### config.mk
export PLATFORM = sky130hd
export DESIGN_NAME = trig_count_slave
export DESIGN_NICKNAME = d
export VERILOG_FILES = /design/src/rtl/tcs_pkg.sv /design/src/rtl/tcs_in_cond.sv /design/src/rtl/tcs_trig_mux.sv /design/src/rtl/tcs_cnt_ctrl.sv /design/src/rtl/trig_count_slave.sv
export SDC_FILE = /design/constraint.sdc
export NUM_CORES = 1
export LEC_CHECK = 0
export ABC_AREA = 1
export BUFFER_PORTS_ARGS = -buffer_cell sky130_fd_sc_hd__buf_2
export CAP_MARGIN = 25
export CORE_AREA = 3 3 56 69
export DETAILED_ROUTE_END_ITERATION = 8
export DIE_AREA = 0 0 59 72
export PLACE_DENSITY = 0.72
export SETUP_SLACK_MARGIN = 0.5
export SYNTH_ARGS = -nofsm -noshare
export SYNTH_HDL_FRONTEND = slang
export SYNTH_SLANG_ARGS = --single-unit
### constraint.sdc
create_clock -name clk -period 1.7 [get_ports clk]
set_input_delay 0.425 -clock clk [delete_from_list [all_inputs] [get_ports clk]]
set_output_delay 0.425 -clock clk [all_outputs]
set_load 0.05 [all_outputs]
### src/rtl/tcs_pkg.sv
package tcs_pkg;

    // Counter source states
    typedef enum logic [1:0] {
        CNT_HALT   = 2'd0,
        CNT_INTCLK = 2'd1,
        CNT_EXTCLK = 2'd2
    } cnt_state_t;

    // Debounce filter states
    typedef enum logic {
        FLT_STABLE = 1'b0,
        FLT_QUAL   = 1'b1
    } flt_state_t;

    localparam logic [2:0] MODE_INTERNAL = 3'b000;
    localparam logic [2:0] MODE_EXT_EDGE = 3'b111;
    localparam logic [2:0] TSEL_CH2      = 3'b110;
    localparam logic [1:0] DIR_CH2_IN    = 2'b01;

endpackage

### src/rtl/tcs_in_cond.sv
// Channel-2 input conditioning: resynchronizer, debounce filter, edge select.
module tcs_in_cond
    import tcs_pkg::*;
#(
    parameter int FILT_W      = 4,
    parameter int SYNC_STAGES = 2
) (
    input  logic              clk,
    input  logic              rst_n,
    input  logic              pin,
    input  logic [FILT_W-1:0] filt_code,
    input  logic              pol,
    output logic              edge_o
);

    logic [SYNC_STAGES-1:0] sync_q;
    logic                   samp;

    always_ff @(posedge clk or negedge rst_n) begin
        if (!rst_n) begin
            sync_q <= '0;
        end else begin
            sync_q <= {sync_q[SYNC_STAGES-2:0], pin};
        end
    end

    assign samp = sync_q[SYNC_STAGES-1];

    // Debounce filter
    flt_state_t        flt_q, flt_d;
    logic              lvl_q, lvl_d;
    logic [FILT_W-1:0] qcnt_q, qcnt_d;

    always_ff @(posedge clk or negedge rst_n) begin
        if (!rst_n) begin
            flt_q  <= FLT_STABLE;
            lvl_q  <= 1'b0;
            qcnt_q <= '0;
        end else begin
            flt_q  <= flt_d;
            lvl_q  <= lvl_d;
            qcnt_q <= qcnt_d;
        end
    end

    always_comb begin
        flt_d  = flt_q;
        lvl_d  = lvl_q;
        qcnt_d = qcnt_q;
        unique case (flt_q)
            FLT_STABLE: begin
                if (samp != lvl_q) begin
                    if (filt_code == '0) begin
                        lvl_d = samp;
                    end else begin
                        flt_d  = FLT_QUAL;
                        qcnt_d = FILT_W'(1);
                    end
                end
            end
            FLT_QUAL: begin
                if (samp == lvl_q) begin
                    // bounce: old level came back
                    flt_d  = FLT_STABLE;
                    qcnt_d = '0;
                end else if (qcnt_q >= filt_code) begin
                    // accept: N+1 differing samples seen
                    lvl_d  = samp;
                    flt_d  = FLT_STABLE;
                    qcnt_d = '0;
                end else begin
                    qcnt_d = qcnt_q + FILT_W'(1);
                end
            end
            default: begin
                flt_d  = FLT_STABLE;
                qcnt_d = '0;
            end
        endcase
    end

    // Edge select on filtered level transitions
    logic prev_q;
    logic rise, fall;

    always_ff @(posedge clk or negedge rst_n) begin
        if (!rst_n) begin
            prev_q <= 1'b0;
        end else begin
            prev_q <= lvl_q;
        end
    end

    assign rise   = lvl_q & ~prev_q;
    assign fall   = ~lvl_q & prev_q;
    assign edge_o = pol ? fall : rise;

endmodule

### src/rtl/tcs_trig_mux.sv
// Trigger source selection; only the channel-2 source is populated.
module tcs_trig_mux
    import tcs_pkg::*;
#(
    parameter int SEL_W = 3
) (
    input  logic             ch2_edge,
    input  logic [1:0]       ch2_dir,
    input  logic [SEL_W-1:0] trig_sel,
    output logic             trig_o
);

    localparam int NSRC = 2 ** SEL_W;

    logic [NSRC-1:0] src;
    logic            ch2_ok;

    assign ch2_ok = ch2_edge & (ch2_dir == DIR_CH2_IN);

    for (genvar i = 0; i < NSRC; i++) begin : g_src
        if (i == int'(TSEL_CH2)) begin : g_ch2
            assign src[i] = ch2_ok;
        end else begin : g_tie
            assign src[i] = 1'b0;
        end
    end

    assign trig_o = src[trig_sel];

endmodule

### src/rtl/tcs_cnt_ctrl.sv
// Counter source state machine, counter register and sticky trigger flag.
module tcs_cnt_ctrl
    import tcs_pkg::*;
#(
    parameter int CNT_W = 16
) (
    input  logic             clk,
    input  logic             rst_n,
    input  logic             cnt_en,
    input  logic [2:0]       slave_mode,
    input  logic             trig,
    input  logic             flag_clr,
    output logic [CNT_W-1:0] cnt_o,
    output logic             flag_o,
    output cnt_state_t       state_o
);

    cnt_state_t state_q, state_d;
    logic       inc;

    always_comb begin
        if (!cnt_en) begin
            state_d = CNT_HALT;
        end else if (slave_mode == MODE_INTERNAL) begin
            state_d = CNT_INTCLK;
        end else if (slave_mode == MODE_EXT_EDGE) begin
            state_d = CNT_EXTCLK;
        end else begin
            state_d = CNT_HALT;
        end
    end

    always_ff @(posedge clk or negedge rst_n) begin
        if (!rst_n) begin
            state_q <= CNT_HALT;
        end else begin
            state_q <= state_d;
        end
    end

    always_comb begin
        inc = 1'b0;
        unique case (state_q)
            CNT_HALT:   inc = 1'b0;
            CNT_INTCLK: inc = 1'b1;
            CNT_EXTCLK: inc = trig;
            default:    inc = 1'b0;
        endcase
    end

    always_ff @(posedge clk or negedge rst_n) begin
        if (!rst_n) begin
            cnt_o <= '0;
        end else if (inc) begin
            cnt_o <= cnt_o + CNT_W'(1);
        end
    end

    // set has priority over clear
    always_ff @(posedge clk or negedge rst_n) begin
        if (!rst_n) begin
            flag_o <= 1'b0;
        end else if (trig) begin
            flag_o <= 1'b1;
        end else if (flag_clr) begin
            flag_o <= 1'b0;
        end
    end

    assign state_o = state_q;

endmodule

### src/rtl/trig_count_slave.sv
module trig_count_slave
    import tcs_pkg::*;
#(
    parameter int CNT_W       = 16,
    parameter int FILT_W      = 4,
    parameter int SEL_W       = 3,
    parameter int SYNC_STAGES = 2
) (
    input  logic              clk,
    input  logic              rst_n,
    input  logic              cnt_en,
    input  logic [2:0]        slave_mode,
    input  logic [SEL_W-1:0]  trig_sel,
    input  logic [1:0]        ch2_dir,
    input  logic [FILT_W-1:0] filt_code,
    input  logic              ch2_pol,
    input  logic              ch2_pin,
    input  logic              flag_clr,
    output logic [CNT_W-1:0]  cnt_val,
    output logic              trig_flag
);

    logic       ch2_edge;
    logic       trig_hit;
    cnt_state_t cnt_state;

    tcs_in_cond #(
        .FILT_W      (FILT_W),
        .SYNC_STAGES (SYNC_STAGES)
    ) u_in (
        .clk       (clk),
        .rst_n     (rst_n),
        .pin       (ch2_pin),
        .filt_code (filt_code),
        .pol       (ch2_pol),
        .edge_o    (ch2_edge)
    );

    tcs_trig_mux #(
        .SEL_W (SEL_W)
    ) u_mux (
        .ch2_edge (ch2_edge),
        .ch2_dir  (ch2_dir),
        .trig_sel (trig_sel),
        .trig_o   (trig_hit)
    );

    tcs_cnt_ctrl #(
        .CNT_W (CNT_W)
    ) u_cnt (
        .clk        (clk),
        .rst_n      (rst_n),
        .cnt_en     (cnt_en),
        .slave_mode (slave_mode),
        .trig       (trig_hit),
        .flag_clr   (flag_clr),
        .cnt_o      (cnt_val),
        .flag_o     (trig_flag),
        .state_o    (cnt_state)
    );

endmodule

Word-level counts from Yosys, hierarchy flattened

Index checks and enable logic that the tools add are counted.

Multiplexer cells: 24
Add/sub/neg operators: 2
Equal/unequal tests: 11
Bitwise operators: 6
Shift-type cells: 0
Divide/modulo/power cells: 0
Magnitude comparators: 2
Reduce and logical (&&, ||, !) cells: 5
Multiply operators: 0

Operators by type and width:

| operator              | count |
|---|---|
| $add 16x1->16 const B | 1 |
| $mux 4                | 4 |
| $mux 1                | 12 |
| $pmux 4 s2            | 1 |
| $mux 2                | 3 |
| $ne 2x2->1 const B    | 3 |
| $pmux 1 s2            | 3 |
| $add 4x1->4 const B   | 1 |
| $eq 2x1->1 const B    | 2 |
| $ge 4x4->1            | 1 |
| $logic_not 4->1       | 1 |
| $lt 3x4->1 const B    | 1 |
| $ne 2x1->1 const B    | 2 |
| $reduce_and 4->1      | 1 |
| $and 1x1->1           | 3 |
| $bmux 1 s3            | 1 |
| $eq 3x3->1 const B    | 1 |
| $logic_not 3->1       | 1 |
| $not 1->1             | 3 |
| $eq 2x2->1 const B    | 1 |
| $reduce_and 2->1      | 1 |
| $reduce_bool 2->1     | 1 |
| $eq 1x1->1            | 1 |
| $ne 1x1->1            | 1 |

ROM bits: 0
Flip-flop bits (word level): 28
Memories: 0
Word-level logic and storage cells: 58
Input bits: 18
Bits in writable memories: 0
Output and inout bits: 17
Latch bits: 0

Longest topological paths before layout

Depth in word-level cells: 7
Mapped depth: 9
Depth with buffers taken out: 9

Cells and area by module

Synthesis repeated with hierarchy kept, for this count alone.

Cell total of the unflattened synthesis: 226
Area total of the unflattened synthesis: 1704.1 um^2

Modules (own cells, without submodules):

| module       | area each (um^2) | cells an instance | sequential area each (um^2) | instances |
|---|---|---|---|---|
| tcs_cnt_ctrl | 1073.5           | 131               | 475.5                       | 1 |
| tcs_in_cond  | 595.6            | 87                | 225.2                       | 1 |
| tcs_trig_mux | 35.0             | 8                 | 0.0                         | 1 |

Worst setup path after synthesis

OpenSTA, ideal clock, no wires.

Path kind: register to register
Start: register u_cnt.cnt_o[0]
End: register u_cnt.cnt_o[8]
Setup slack: 32 ps
Buffers on the path: 0
Period minus slack after synthesis: 1668 ps
Arrival: 1549 ps
Stages on the path, launching flop included: 8
Data required time: 1581 ps
Setup time: 119 ps
Cell sequence: dfrtp_1 > ha_1 > inv_1 > nor2_2 > nand2_1 > xnor2_1 > nand3_1 > nand2_1

Word-level cells in the longest chain between the ends: 1

RTL lines:

| what                   | RTL line           | source |
|---|---|---|
| from (decl)            | tcs_cnt_ctrl.sv:13 | `output logic [CNT_W-1:0] cnt_o,` |
| from (signal assigned) | tcs_cnt_ctrl.sv:55 | `cnt_o <= cnt_o + CNT_W'(1);` |
| $add 16x1->16          | tcs_cnt_ctrl.sv:55 |  |

No other way between the ends.
A chain may end at the register's enable or synchronous reset.

Worst setup path after layout

Start: register u_in.qcnt_q[2]
End: register u_in.qcnt_q[2]

Word-level cells in the longest chain between the ends: 4
Elaborated cells between the ends (all ways): 5
Those cells by class: add/sub (1); order compare (1); mux (3)

RTL lines:

| what                                             | RTL line                             | source |
|---|---|---|
| from (decl)                                      | tcs_in_cond.sv:32                    | `logic [FILT_W-1:0] qcnt_q, qcnt_d;` |
| from (signal assigned)                           | tcs_in_cond.sv:42                    | `qcnt_q <= qcnt_d;` |
| $add 4x1->4 / $ge 4x4->1 (equally long branches) | tcs_in_cond.sv:72, tcs_in_cond.sv:66 |  |
| $mux 4 (*)                                       | tcs_in_cond.sv:66                    | `end else if (qcnt_q >= filt_code) begin` |
| $mux 4 (*)                                       | tcs_in_cond.sv:62                    | `if (samp == lvl_q) begin` |
| $pmux 4 s2 (*)                                   | tcs_in_cond.sv:50                    | `unique case (flt_q)` |

Every way passes the cells marked *; elsewhere a longest branch is shown, timed or not.

==> metrics.md <==
| Metric | Value |
|---|---|
| CP Launch Type | `flip-flop` |
| WL met3 | `between 400 and 500 um` |
| Final Hold Fails | `0` |
| Internal power | `roughly 1.3 mW` |
| Clk root buf | `clkbuf_8` |
| Clock power frac | `a little over a quarter` |
| Met1 WL | `about 2300 um` |
| DR iter-0 viols | `slightly above 100` |
| Clock latency on the worst-skew pair | `approximately 280 ps` |
| Final setup violation count | `0` |
| Fillers | `between 100 and 150` |
| First-pass GRT wire length | `approximately 8500 um` |
| Sw power | `roughly 650 uW` |
| Vias in the first global route | `a little under 2000` |
| Synth top area cells | `dfrtp_1 40%, nand2_1 15%, nand3_1 8.1%, inv_1 5.8%, ha_1 5.8%` |
| CTS Buffer Depth | `2` |
| Initial antenna violation count | `0` |
| Die ar. | `approximately 0.0042 sq mm` |
| Net Count, Synth | `253` |
| DR pass1 iterations | `4` |
| GRT Total Usage | `roughly a quarter` |
| Synthesized flop and latch total | `28` |
| Hold Buf Count CTS | `0` |
| Max Cap Viol | `0` |
| Total clock sinks | `28` |
| Final min period | `~1500 ps` |
| CTS tree | `yes` |
| Crit-path max FO | `5` |
| Worst VDD drop | `between 0.9 and 1 mV` |
| Cells after synthesis | `227` |
| Largest net degree at the start of global routing | `29` |
| Top-area cell type share of the netlist area | `40.3%` |
| Final worst setup slack | `around 210 ps` |
| Syn avg cell area | `about 7.7 sq um` |
| Worst-path clk slew | `about 100 ps` |
| Highest routed layer | `met4` |
| Congestion Overflow GR | `0` |
| Slew Limit Fails | `0` |
| Min-Delay Path Class | `input pin to asynchronous set/reset pin` |
| Cell row count | `23` |
| Combinational Power Share | `between 30% and 40%` |
| Setup TNS | `0 ps` |
| Synth area leader | `dfrtp_1` |
| Nets | `~340` |
| Num CTS Buffers | `3` |
| Core area | `~0.0033 sq mm` |
| Synth warn | `0` |
| P_leak | `around 1.4 nW` |
| Wire per inst | `18.5 um` |
| Fmax | `roughly 670 MHz` |
| Crit Path Class | `flip-flop to flip-flop` |
| Switching share of power | `between 30% and 40%` |
| RePlAce Congestion | `approximately 0.83` |
| Layout cells sized above 1 | `59.8%` |
| Io pins | `35` |
| Die height | `~72 um` |
| Synth-to-layout area growth | `70.0%` |
| Detailed placement HPWL | `around 2800 um` |
| Initial Utilization | `53.1%` |
| Worst setup EP type | `flip-flop` |
| Synth Cell Area | `0.00174 sq mm` |
| Detailed Route WL | `approximately 6400 um` |
| ANT cells | `0` |
| PortBufs | `34` |
| Critical Path AT | `between 1500 and 2000 ps` |
| Outcome | `completed` |
| DP Worst Slack | `roughly 65 ps` |
| Yosys cell types | `24` |
| Pwr dens | `~670 mW/mm^2` |
| CTS H-tree lvls | `1` |
| Final period util | `a little under 90%` |
| Max Clock Skew | `2.55 ps` |
| WL met2 | `3400 um` |
| Post-synthesis sequential area ratio | `40.3%` |
| Worst path required time | `around 1900 ps` |
| Via density | `between 5 and 6` |
| Seq pwr share | `around two fifths` |
| Antenna viol nets, final | `0` |
| Via count | `between 1500 and 2000` |
| DIE WIDTH | `around 59 um` |
| Post-route DRC | `0` |
| RSZ-0062 raised after global routing | `yes` |
| Slew @ Worst Pin | `~630 ps` |
| Max-slew headroom | `57.7%` |
-- placed cells by master (no fill, tap or decap), types with 7 or more instances in the layout --
master	instances
buf_2	17
buf_4	31
buf_6	31
dfrtp_1	12
dfrtp_2	16
inv_1	17
nand2_1	50
nand2_2	27
nand3_1	14
nand3_2	12
nor2_4	8
xor2_1	7
-- cells in the mapped netlist --
cell type	number
nor2_2	4
dfrtp_1	28
xnor2_1	3
nor2_4	1
buf_4	1
nor4_1	1
nor2_1	15
nand3_1	28
xor2_1	7
nor3_2	1
clkbuf_1	1
nand2_2	13
ha_1	8
nand2_4	2
o21ai_1	1
nand2_1	70
o21bai_1	1
a21oi_1	3
buf_8	1
o21ai_0	2
nand4_1	5
nand3_4	1
nand3b_1	3
inv_1	27
-- state kept, by name, indices dropped and copies added, names as in the netlist --
name / count
u_cnt.cnt_o: 16
u_in.qcnt_q: 4
u_cnt.state_o: 2
u_in.sync_q: 2
u_cnt.flag_o: 1
u_in.flt_q: 1
u_in.lvl_q: 1
u_in.prev_q: 1
-- kinds of logic after synthesis --
group / Yosys count / share of synthesized area, %
xor+xnor: 10 / 5.03
buf+inv: 30 / 7.33
simple gates: 144 / 39.5
fa+ha+maj: 8 / 5.75
compound gates: 7 / 2.16
flops: 28 / 40.3
-- repair_timing --
item                                    CTS  global route
gates resized for setup                  74            37
endpoints found under the setup margin   39            39
pin swaps                                36            24
gates cloned                              2             0
buffers inserted                         38             7
-- area by class of cell --
type                    instances  area (sq um)  share of cell area [%]
inverters                      27           131                    4.44
flip-flops and latches         28           721                    24.4
well taps                      37          46.3                    1.56
multi-input cells             170          1250                    42.4
repair buffers                 82           734                    24.8
clock buffers                   3          41.3                    1.40
clock inverters                 1          30.0                    1.01
-- metrics by stage --
stage          util, %  cell area [sq um]  std cells  power, mW  hold WS, ps
2_1_floorplan        -               1880        227       1.10          129
3_3_place_gp      64.0               2100        297       1.21          338
3_5_place_dp      64.0               2100        297       1.23          352
4_1_cts           84.4               2770        341       1.91          167
5_1_grt           90.2               2960        348       2.07          186
6_report          90.2               2960        348       1.97          150
-- power by group through the flow --
stage	Clock, mW	Combinational (mW)	Sequential, mW
2_1_floorplan	0	0.268	0.835
3_3_place_gp	0	0.391	0.822
3_5_place_dp	0	0.409	0.823
4_1_cts	0.539	0.582	0.789
5_1_grt	0.568	0.698	0.804
6_report	0.534	0.642	0.796
-- layer usage --
| metal | track usage (%) | vias to the layer above |
|---|---|---|
| met5 | 0 | - |
| met1 | 30.5 | 949 |
| met3 | 3.56 | 40 |
| met2 | 46.8 | 116 |
| met4 | 13.1 | 0 |
| li1 | - | 885 |
-- worst paths after layout --
path	from	to	slack, ps	cells past startpoint
setup / recovery	u_in.qcnt_q[2]$_DFFE_PN0P_	u_in.qcnt_q[2]$_DFFE_PN0P_	210	8
hold / removal	rst_n	u_cnt.state_o[0]$_DFF_PN0_	150	1
setup reg to reg	u_in.qcnt_q[2]$_DFFE_PN0P_	u_in.qcnt_q[2]$_DFFE_PN0P_	210	8
hold reg to reg	u_in.sync_q[0]$_DFF_PN0_	u_in.sync_q[1]$_DFF_PN0_	370	0
max in group asynchronous	rst_n	u_cnt.cnt_o[0]$_DFFE_PN0P_	1100	1
min in group clk	ch2_pin	u_in.sync_q[0]$_DFF_PN0_	250	1
-- worst max-delay path: stages, from the launching register on --
cell,delay [ps]
dfrtp_2,440
ha_4,220
nand2_2,70
inv_2,40
nand2_1,60
nand4_1,190
nor2_2,230
nand2_1,110
nand2_1,80
(Power assumes the default switching activity.)
